## config.mk

```make
export PLATFORM = sky130hd
export DESIGN_NAME = pwm_trip_guard
export DESIGN_NICKNAME = d
export VERILOG_FILES = /design/src/rtl/trip_pkg.sv /design/src/rtl/trip_sync.sv /design/src/rtl/trip_regs.sv /design/src/rtl/trip_latch.sv /design/src/rtl/trip_override.sv /design/src/rtl/pwm_trip_guard.sv
export SDC_FILE = /design/constraint.sdc
export NUM_CORES = 1
export LEC_CHECK = 0
export ABC_CLOCK_PERIOD_IN_PS = 1100
export CAP_MARGIN = 5
export CORE_ASPECT_RATIO = 0.75
export CORE_UTILIZATION = 48
export CTS_CLUSTER_SIZE = 24
export DETAILED_ROUTE_END_ITERATION = 10
export DONT_BUFFER_PORTS = 1
export PLACE_DENSITY = 0.61
export SLEW_MARGIN = 20
export SYNTH_ARGS = -nofsm -noshare
export SYNTH_HDL_FRONTEND = slang
export SYNTH_SLANG_ARGS = --single-unit
```

## constraint.sdc

```tcl
create_clock -name clk -period 1.1 [get_ports clk]
set_clock_uncertainty 0.2 [all_clocks]
set_input_delay 0.055 -clock clk [delete_from_list [all_inputs] [get_ports clk]]
set_output_delay 0.055 -clock clk [all_outputs]
set_load 0.05 [all_outputs]
```

## src/rtl/trip_pkg.sv

```systemverilog
package trip_pkg;
  localparam int unsigned AW = 2;
  localparam logic [AW-1:0] ADDR_CFG    = 2'd0;
  localparam logic [AW-1:0] ADDR_PAIRS  = 2'd1;
  localparam logic [AW-1:0] ADDR_STATUS = 2'd2;

  typedef struct packed {
    logic tri_sel;
    logic lvl_n;
    logic lvl_p;
  } safe_cfg_t;
endpackage

```

## src/rtl/trip_sync.sv

```systemverilog
module trip_sync #(
  parameter int unsigned W      = 4,
  parameter int unsigned STAGES = 2
) (
  input  logic         clk,
  input  logic         rst_n,
  input  logic [W-1:0] d,
  output logic [W-1:0] q
);
  logic [STAGES-1:0][W-1:0] stg;

  always_ff @(posedge clk or negedge rst_n) begin
    if (!rst_n) begin
      stg <= '0;
    end else begin
      stg[0] <= d;
      for (int s = 1; s < STAGES; s++) stg[s] <= stg[s-1];
    end
  end

  assign q = stg[STAGES-1];
endmodule

```

## src/rtl/trip_regs.sv

```systemverilog
module trip_regs
  import trip_pkg::*;
#(
  parameter int unsigned N_SRC   = 4,
  parameter int unsigned N_PAIRS = 4,
  parameter int unsigned DW      = 8
) (
  input  logic               clk,
  input  logic               rst_n,
  input  logic               wr_en,
  input  logic [AW-1:0]      wr_addr,
  input  logic [DW-1:0]      wr_data,
  output logic [N_SRC-1:0]   src_en,
  output logic [N_PAIRS-1:0] pair_en,
  output safe_cfg_t          safe,
  output logic               clr_req
);
  localparam int unsigned SAFE_LSB = N_SRC;
  localparam int unsigned SAFE_W   = $bits(safe_cfg_t);

  logic wr_cfg, wr_pairs;
  assign wr_cfg   = wr_en && (wr_addr == ADDR_CFG);
  assign wr_pairs = wr_en && (wr_addr == ADDR_PAIRS);
  assign clr_req  = wr_en && (wr_addr == ADDR_STATUS) && !wr_data[0];

  always_ff @(posedge clk or negedge rst_n) begin
    if (!rst_n) begin
      src_en  <= '0;
      pair_en <= '0;
      safe    <= '0;
    end else begin
      if (wr_cfg) begin
        src_en <= wr_data[N_SRC-1:0];
        safe   <= safe_cfg_t'(wr_data[SAFE_LSB +: SAFE_W]);
      end
      if (wr_pairs) pair_en <= wr_data[N_PAIRS-1:0];
    end
  end
endmodule

```

## src/rtl/trip_latch.sv

```systemverilog
module trip_latch (
  input  logic clk,
  input  logic rst_n,
  input  logic set_i,
  input  logic clr_i,
  output logic flag_o
);
  always_ff @(posedge clk or negedge rst_n) begin
    if (!rst_n)      flag_o <= 1'b0;
    else if (set_i)  flag_o <= 1'b1;
    else if (clr_i)  flag_o <= 1'b0;
  end
endmodule

```

## src/rtl/trip_override.sv

```systemverilog
module trip_override
  import trip_pkg::*;
#(
  parameter int unsigned N_PAIRS = 4
) (
  input  logic               tripped,
  input  logic [N_PAIRS-1:0] pair_en,
  input  safe_cfg_t          safe,
  input  logic [N_PAIRS-1:0] p_in,
  input  logic [N_PAIRS-1:0] n_in,
  output logic [N_PAIRS-1:0] p_out,
  output logic [N_PAIRS-1:0] p_oe,
  output logic [N_PAIRS-1:0] n_out,
  output logic [N_PAIRS-1:0] n_oe
);
  for (genvar i = 0; i < N_PAIRS; i++) begin : g_pair
    logic force_i;
    assign force_i  = tripped & pair_en[i];
    assign p_out[i] = force_i ? safe.lvl_p : p_in[i];
    assign n_out[i] = force_i ? safe.lvl_n : n_in[i];
    assign p_oe[i]  = ~(force_i & safe.tri_sel);
    assign n_oe[i]  = ~(force_i & safe.tri_sel);
  end
endmodule

```

## src/rtl/pwm_trip_guard.sv

```systemverilog
module pwm_trip_guard
  import trip_pkg::*;
#(
  parameter int unsigned N_SRC       = 4,
  parameter int unsigned N_PAIRS     = 4,
  parameter int unsigned SYNC_STAGES = 2,
  parameter int unsigned DW          = 8
) (
  input  logic               clk,
  input  logic               rst_n,
  input  logic [N_SRC-1:0]   fault_in,
  input  logic               wr_en,
  input  logic [1:0]         wr_addr,
  input  logic [DW-1:0]      wr_data,
  input  logic [N_PAIRS-1:0] pwm_p_in,
  input  logic [N_PAIRS-1:0] pwm_n_in,
  output logic [N_PAIRS-1:0] pwm_p_out,
  output logic [N_PAIRS-1:0] pwm_p_oe,
  output logic [N_PAIRS-1:0] pwm_n_out,
  output logic [N_PAIRS-1:0] pwm_n_oe,
  output logic               trip_flag,
  output logic               trip_irq
);
  logic [N_SRC-1:0]   fault_s;
  logic [N_SRC-1:0]   src_en;
  logic [N_PAIRS-1:0] pair_en;
  safe_cfg_t          safe;
  logic               clr_req;
  logic               src_hit;
  logic               cfg_tri;

  trip_sync #(.W(N_SRC), .STAGES(SYNC_STAGES)) u_sync (
    .clk(clk), .rst_n(rst_n), .d(fault_in), .q(fault_s)
  );

  trip_regs #(.N_SRC(N_SRC), .N_PAIRS(N_PAIRS), .DW(DW)) u_regs (
    .clk(clk), .rst_n(rst_n), .wr_en(wr_en), .wr_addr(wr_addr),
    .wr_data(wr_data), .src_en(src_en), .pair_en(pair_en),
    .safe(safe), .clr_req(clr_req)
  );

  assign src_hit = |(fault_s & src_en);
  assign cfg_tri = safe.tri_sel;

  trip_latch u_latch (
    .clk(clk), .rst_n(rst_n), .set_i(src_hit), .clr_i(clr_req),
    .flag_o(trip_flag)
  );

  assign trip_irq = trip_flag;

  trip_override #(.N_PAIRS(N_PAIRS)) u_ovr (
    .tripped(trip_flag), .pair_en(pair_en), .safe(safe),
    .p_in(pwm_p_in), .n_in(pwm_n_in),
    .p_out(pwm_p_out), .p_oe(pwm_p_oe),
    .n_out(pwm_n_out), .n_oe(pwm_n_oe)
  );
endmodule

```

==> flow_summary.json, run 1 <==
{
  "synth_cells": 60,
  "worst_slew_pin_slew_ps": 858,
  "gp_congestion": 0.731,
  "cts.sink_count": 20,
  "async_reset_ff_frac": 1.00,
  "fillerInstances": 98,
  "path_clk_slew_ps": 110,
  "holdWs_ps": -283,
  "ys_top_cells_by_area": "dfrtp_1, mux2_2, buf_4",
  "initialDrtViolationCount": 4,
  "grt_usage": 0.223,
  "cts_tree": "yes",
  "endpoint": "pwm_p_out[3]",
  "fin_ws_ps": -469,
  "synth_largest_area_cell": "dfrtp_1",
  "p_sw_frac": 0.398,
  "root_buffer": "clkbuf_4",
  "rsz0062_at_grt": "yes",
  "initial_core_util": 0.542,
  "grt_start_max_net_pins": 21,
  "timing.rr.start": "u_latch.flag_o",
  "layout-drive-gt1-share": 0.573,
  "yosysTopAreaCellShare": 0.586,
  "die_width_um": 50.7,
  "layout.area.seq_um2": 504,
  "die-area_um2": 1950,
  "antenna_found_initial": 0,
  "cts_buffer_depth": 2,
  "crit_buf_inv": 0,
  "worst_ir_drop_vdd_mv": 1.31,
  "leakagePower_uw": 0.000565,
  "route.vias.total": 564,
  "ys_warn_count": 0,
  "routed_via_density": 5.48,
  "hp-class": "in2async",
  "maxSlewHeadroom": 0.428,
  "rows": 12,
  "cap_violations": 0,
  "synth_nets": 85,
  "num-nets-final": 108,
  "yosys_most_used_dff": "dfrtp_1",
  "p_per_area_nw_per_um2": 1900,
  "diodes": 0,
  "dp_hpwl_um": 1460,
  "r2r_end": "u_latch.flag_o",
  "fmax_mhz": 637,
  "cp_max_fo": 6,
  "clock_insertion_delay_worst_skew_ps": 300,
  "cts_buffers": 3,
  "cts_hold_buf": 12,
  "core_um2": 1580,
  "cts_setup_buffers": 0,
  "fin_crit_sh": 1.43,
  "path_cells": "nand2_4, mux2_4",
  "yosys-top-cells-count": "dfrtp_1, mux2_2, buf_4",
  "setup_viol": 20,
  "startpoint_type": "flop",
  "cpLargestDelayFamily": "flip-flops",
  "worstPathArrival_ps": 1310,
  "synth-edff-count": 0,
  "area_growth_syn_to_layout_pct": 47.7,
  "yosysSeqAreaShare": 0.586,
  "rrSetupSlack_ps": -100,
  "cp.depth": 2,
  "synth_cell_types": 12,
  "overflow": 0,
  "ant_nets": 0,
  "dp_slack_ps": -142,
  "power.internal_uw": 1440,
  "p_seq_frac": 0.394,
  "cp_slowest_cell": "dfrtp_2",
  "critPathKind": "reg2out",
  "dieHeight_um": 38.5,
  "h-tree-depth": 1,
  "place_inst": 87,
  "p_sw_uw": 954,
  "violations": "hold timing, setup timing",
  "p_clk_frac": 0.177,
  "cp.required_ps": 840,
  "port_buffers": 0,
  "netlist_area_um2": 855,
  "grt_pass1_vias": 603,
  "crit_start": "u_latch.flag_o",
  "num_io_pins": 43,
  "multiInputGateArea_um2": 418,
  "cpPeakStageDelay_ps": 510,
  "grt_first_pass_wirelength_um": 2840,
  "combPwrFrac": 0.429,
  "firstDrtPassIters": 2,
  "fin_cells": 103,
  "ys_seq_elements": 20,
  "cp-end-kind": "primary output",
  "maxSlewViolCount": 0,
  "hold_viol_final": 29,
  "postSynthAreaPerCell_um2": 14.2,
  "wl_um": 1930,
  "yosysMostFrequentCell": "dfrtp_1",
  "status": "complete, but fails checks",
  "drc": 0,
  "period_needed_ps": 1570,
  "reg2regPathDepth": 3,
  "wl_per_cell_um": 18.7
}
## flip-flops by register name, summed over array words and instances (netlist names)
register / cells
u_regs.src_en: 4
u_latch.flag_o: 1
u_regs.safe: 3
u_sync.stg: 4
u_sync.q: 4
u_regs.pair_en: 4
## per-stage QoR
stage / setup TNS, ps / util / area [µm²] / power [µW]
floorplan: -4000 / - / 992 / 1760
global placement: -1740 / 0.683 / 1080 / 1890
detailed placement: -2160 / 0.683 / 1080 / 1920
CTS: -8020 / 0.798 / 1260 / 2410
global route: -8430 / 0.801 / 1260 / 2480
finish: -7690 / 0.801 / 1260 / 2400
## worst min path at each step
stage                          start               end  slack (ps)  cells past startpoint
after floorplan                rst_n    u_latch.flag_o        -440                      0
after global placement         rst_n     u_sync.stg[3]        -440                      0
after detailed placement       rst_n  u_regs.src_en[3]        -440                      0
after CTS                 wr_addr[0]    u_latch.flag_o        -180                      2
after global routing           rst_n     u_sync.stg[2]        -210                      1
final                          rst_n     u_sync.stg[2]        -280                      1
## routing by layer
layer  global-route usage  wire length, µm
met5                    0                0
met1                0.249              743
met4                0.104               36
met2                0.387             1020
met3               0.0833              123
## cells in the final DEF, fill, tap and decap left out, drive strengths merged
cell           n
dlymetal6s4s   1
nor3b          1
a22oi          2
o211ai         1
clkbuf         4
inv            1
buf           12
nor4bb         1
dlygate4sd3   11
mux2          19
nand2          4
nand3b         1
dfrtp         20
nand3          4
## area by class of cell
| type | count | share of cell area |
|---|---|---|
| Multi-Input combinational cell | 33 | 0.331 |
| Tap cell | 21 | 0.0208 |
| Inverter | 1 | 0.00297 |
| Timing Repair Buffer | 24 | 0.217 |
| Clock buffer | 4 | 0.0287 |
| Sequential cell | 20 | 0.399 |
## kinds of logic (layout without fill, tap and decap cells)
logic type | Yosys count | count (layout) | share of synthesized area
buffers and inverters | 7 | 29 | 0.0542
AO/OA/AOI/OAI | 3 | 3 | 0.0264
multiplexers | 19 | 19 | 0.250
flip-flops | 20 | 20 | 0.586
AND/OR/NAND/NOR | 11 | 11 | 0.0835
## timing repair
item                                    4_1_cts  5_1_grt
cloned                                        0        0
pin swaps                                     1        0
hold endpoints to repair                     36       32
endpoints found under the setup margin       20       41
gates resized for setup                       7        2
## power groups by stage
stage               Clock (µW)  Sequential [µW]  Combinational (µW)
floorplan                    0              941                 817
CTS                        437              942                1030
global route               455              955                1070
detailed placement           0              955                 963
finish                     424              944                1030
global placement             0              945                 941
## worst reg2reg max path: cells and delay by family (launching register included)
family,cells,cell delay (ps)
AOI/OAI and AO/OA,1,180
buffers and inverters,2,220
DFF,1,510
No activity file was read; power rests on OpenSTA's default activity.
==> run 2, diff against run 1 <==
Settings changed: SETUP_SLACK_MARGIN set to 0.1.
==> run 2 against run 1 <==
The run still ends with hold timing, setup timing left. Largest cell class unchanged. Final cell count unchanged. Count of clock-buffer cells in the layout unchanged. Final area up 4.5%. Sequential cell count unchanged. Via count down 2.5%. Register-to-register slack worse by 20 ps. Power up 2.6%. Global-route usage up 3.9 points. First-iteration DRC count up 25%. Critical path type unchanged.
==> flow_summary.json, run 2 (synthesis gave the netlist of run 1 again) <==
{
  "layout_commonest_cell": "mux2_4",
  "setup_viol": 20,
  "cts_buffer_depth": 2,
  "core_um2": 1580,
  "h-tree-depth": 1,
  "grt_first_pass_wirelength_um": 3340,
  "timing.rr.start": "u_latch.flag_o",
  "num-nets-final": 108,
  "cts_hold_buf": 12,
  "die-area_um2": 1950,
  "p_per_area_nw_per_um2": 1860,
  "leakagePower_uw": 0.000606,
  "ant_nets": 0,
  "startpoint_type": "flop",
  "holdWs_ps": -271,
  "initialDrtViolationCount": 5,
  "routed_via_density": 5.34,
  "period_needed_ps": 1570,
  "fin_crit_sh": 1.43,
  "overflow": 0,
  "cts_buffers": 3,
  "p_clk_frac": 0.167,
  "status": "complete, but fails checks",
  "antenna_found_initial": 0,
  "utilization": 0.837,
  "cp.required_ps": 840,
  "cap_violations": 0,
  "power.internal_uw": 1490,
  "dieHeight_um": 38.5,
  "violations": "hold timing, setup timing",
  "clock_insertion_delay_worst_skew_ps": 290,
  "cts_setup_buffers": 0,
  "die_width_um": 50.7,
  "layout_common_cells": "mux2_4, dfrtp_1, dlygate4sd3_1",
  "grt_pass1_vias": 658,
  "hp-class": "in2async",
  "firstDrtPassIters": 2,
  "maxSlewHeadroom": 0.425,
  "wl_per_cell_um": 21.2,
  "grt_usage": 0.263,
  "port_buffers": 0,
  "cp-end-kind": "primary output",
  "combPwrFrac": 0.445,
  "worst_slew_pin_slew_ps": 863,
  "diodes": 0,
  "dp_slack_ps": -137,
  "fmax_mhz": 636,
  "finalPower_uw": 2460,
  "design_area_um2": 1320,
  "crit_start": "u_latch.flag_o",
  "wl_um": 2180,
  "p_seq_frac": 0.389,
  "fin_tns_setup_ps": -7830,
  "multiInputGateArea_um2": 455,
  "path_clk_slew_ps": 110,
  "cts_tree": "yes",
  "route.vias.total": 550,
  "cts.sink_count": 20,
  "rows": 12,
  "rsz0062_at_grt": "yes",
  "cp_max_fo": 6,
  "critPathKind": "reg2out",
  "worst_ir_drop_vdd_mv": 1.23,
  "fin_ws_ps": -472,
  "placed_area_um2": 1130,
  "fillerInstances": 77,
  "num_io_pins": 43,
  "cpPeakStageDelay_ps": 520,
  "layout-drive-gt1-share": 0.598,
  "gp_congestion": 0.732,
  "maxSlewViolCount": 0,
  "p_sw_frac": 0.392,
  "hold_viol_final": 28,
  "drc": 0,
  "worstPathArrival_ps": 1320,
  "root_buffer": "clkbuf_4",
  "p_sw_uw": 963,
  "initial_core_util": 0.542,
  "dp_hpwl_um": 1640,
  "cp_slowest_cell": "dfrtp_2",
  "path_cells": "nand2_4, mux2_4",
  "grt_start_max_net_pins": 21,
  "area_growth_syn_to_layout_pct": 54.3,
  "layout.area.seq_um2": 505
}
==> run 2: cell counts in the layout (fill, tap and decap cells not counted) <==
Identical to the previous run, type by type.
==> run 2: final timing paths <==
path | end | slack (ps) | depth (start not counted)
max in group asynchronous | u_regs.safe[0] | 380 | 1
min reg2reg | u_sync.q[3] | 160 | 0
min in group clk | u_latch.flag_o | -200 | 2
max | pwm_n_out[0] | -470 | 2
min | u_regs.src_en[2] | -270 | 1
max reg2reg | u_latch.flag_o | -120 | 3
==> run 2: worst max-delay path, delay by kind of cell, from the launching register on <==
kind | cells | cell delay (ps)
simple gates | 1 | 110
mux | 1 | 390
flops | 1 | 520
==> run 2: routing by layer <==
metal  up-vias  wire (µm)  GRT usage
li1        249          -          -
met1       284        891      0.300
met2        17       1200      0.503
met3         0         90     0.0635
met4         0          0     0.0625
met5         -          0          0
==> run 2: power groups by stage <==
stage | Combinational, µW | Sequential, µW | Clock (µW)
after floorplan | 846 | 944 | 0
after global placement | 1000 | 946 | 0
after detailed placement | 1020 | 965 | 0
after CTS | 1090 | 951 | 418
after global routing | 1130 | 962 | 450
final | 1090 | 955 | 409
==> run 2: through the flow <==
stage          std cells  hold slack [ps]
2_1_floorplan         60             -441
3_3_place_gp          87             -440
3_5_place_dp          87             -440
4_1_cts              103             -189
5_1_grt              103             -210
6_report             103             -271
==> run 2: cell type report <==
cell class | count | share of cell area
inverter | 1 | 0.00285
tap | 21 | 0.0199
timing repair buffer | 24 | 0.221
multi-input combinational | 33 | 0.345
sequential | 20 | 0.383
clock buffer | 4 | 0.0275
==> run 2: timing repair <==
item,4_1_cts,5_1_grt
cloned,0,0
pin swaps,0,2
endpoints found under the setup margin,26,47
endpoints found under the hold margin,36,28
resized for setup,6,5
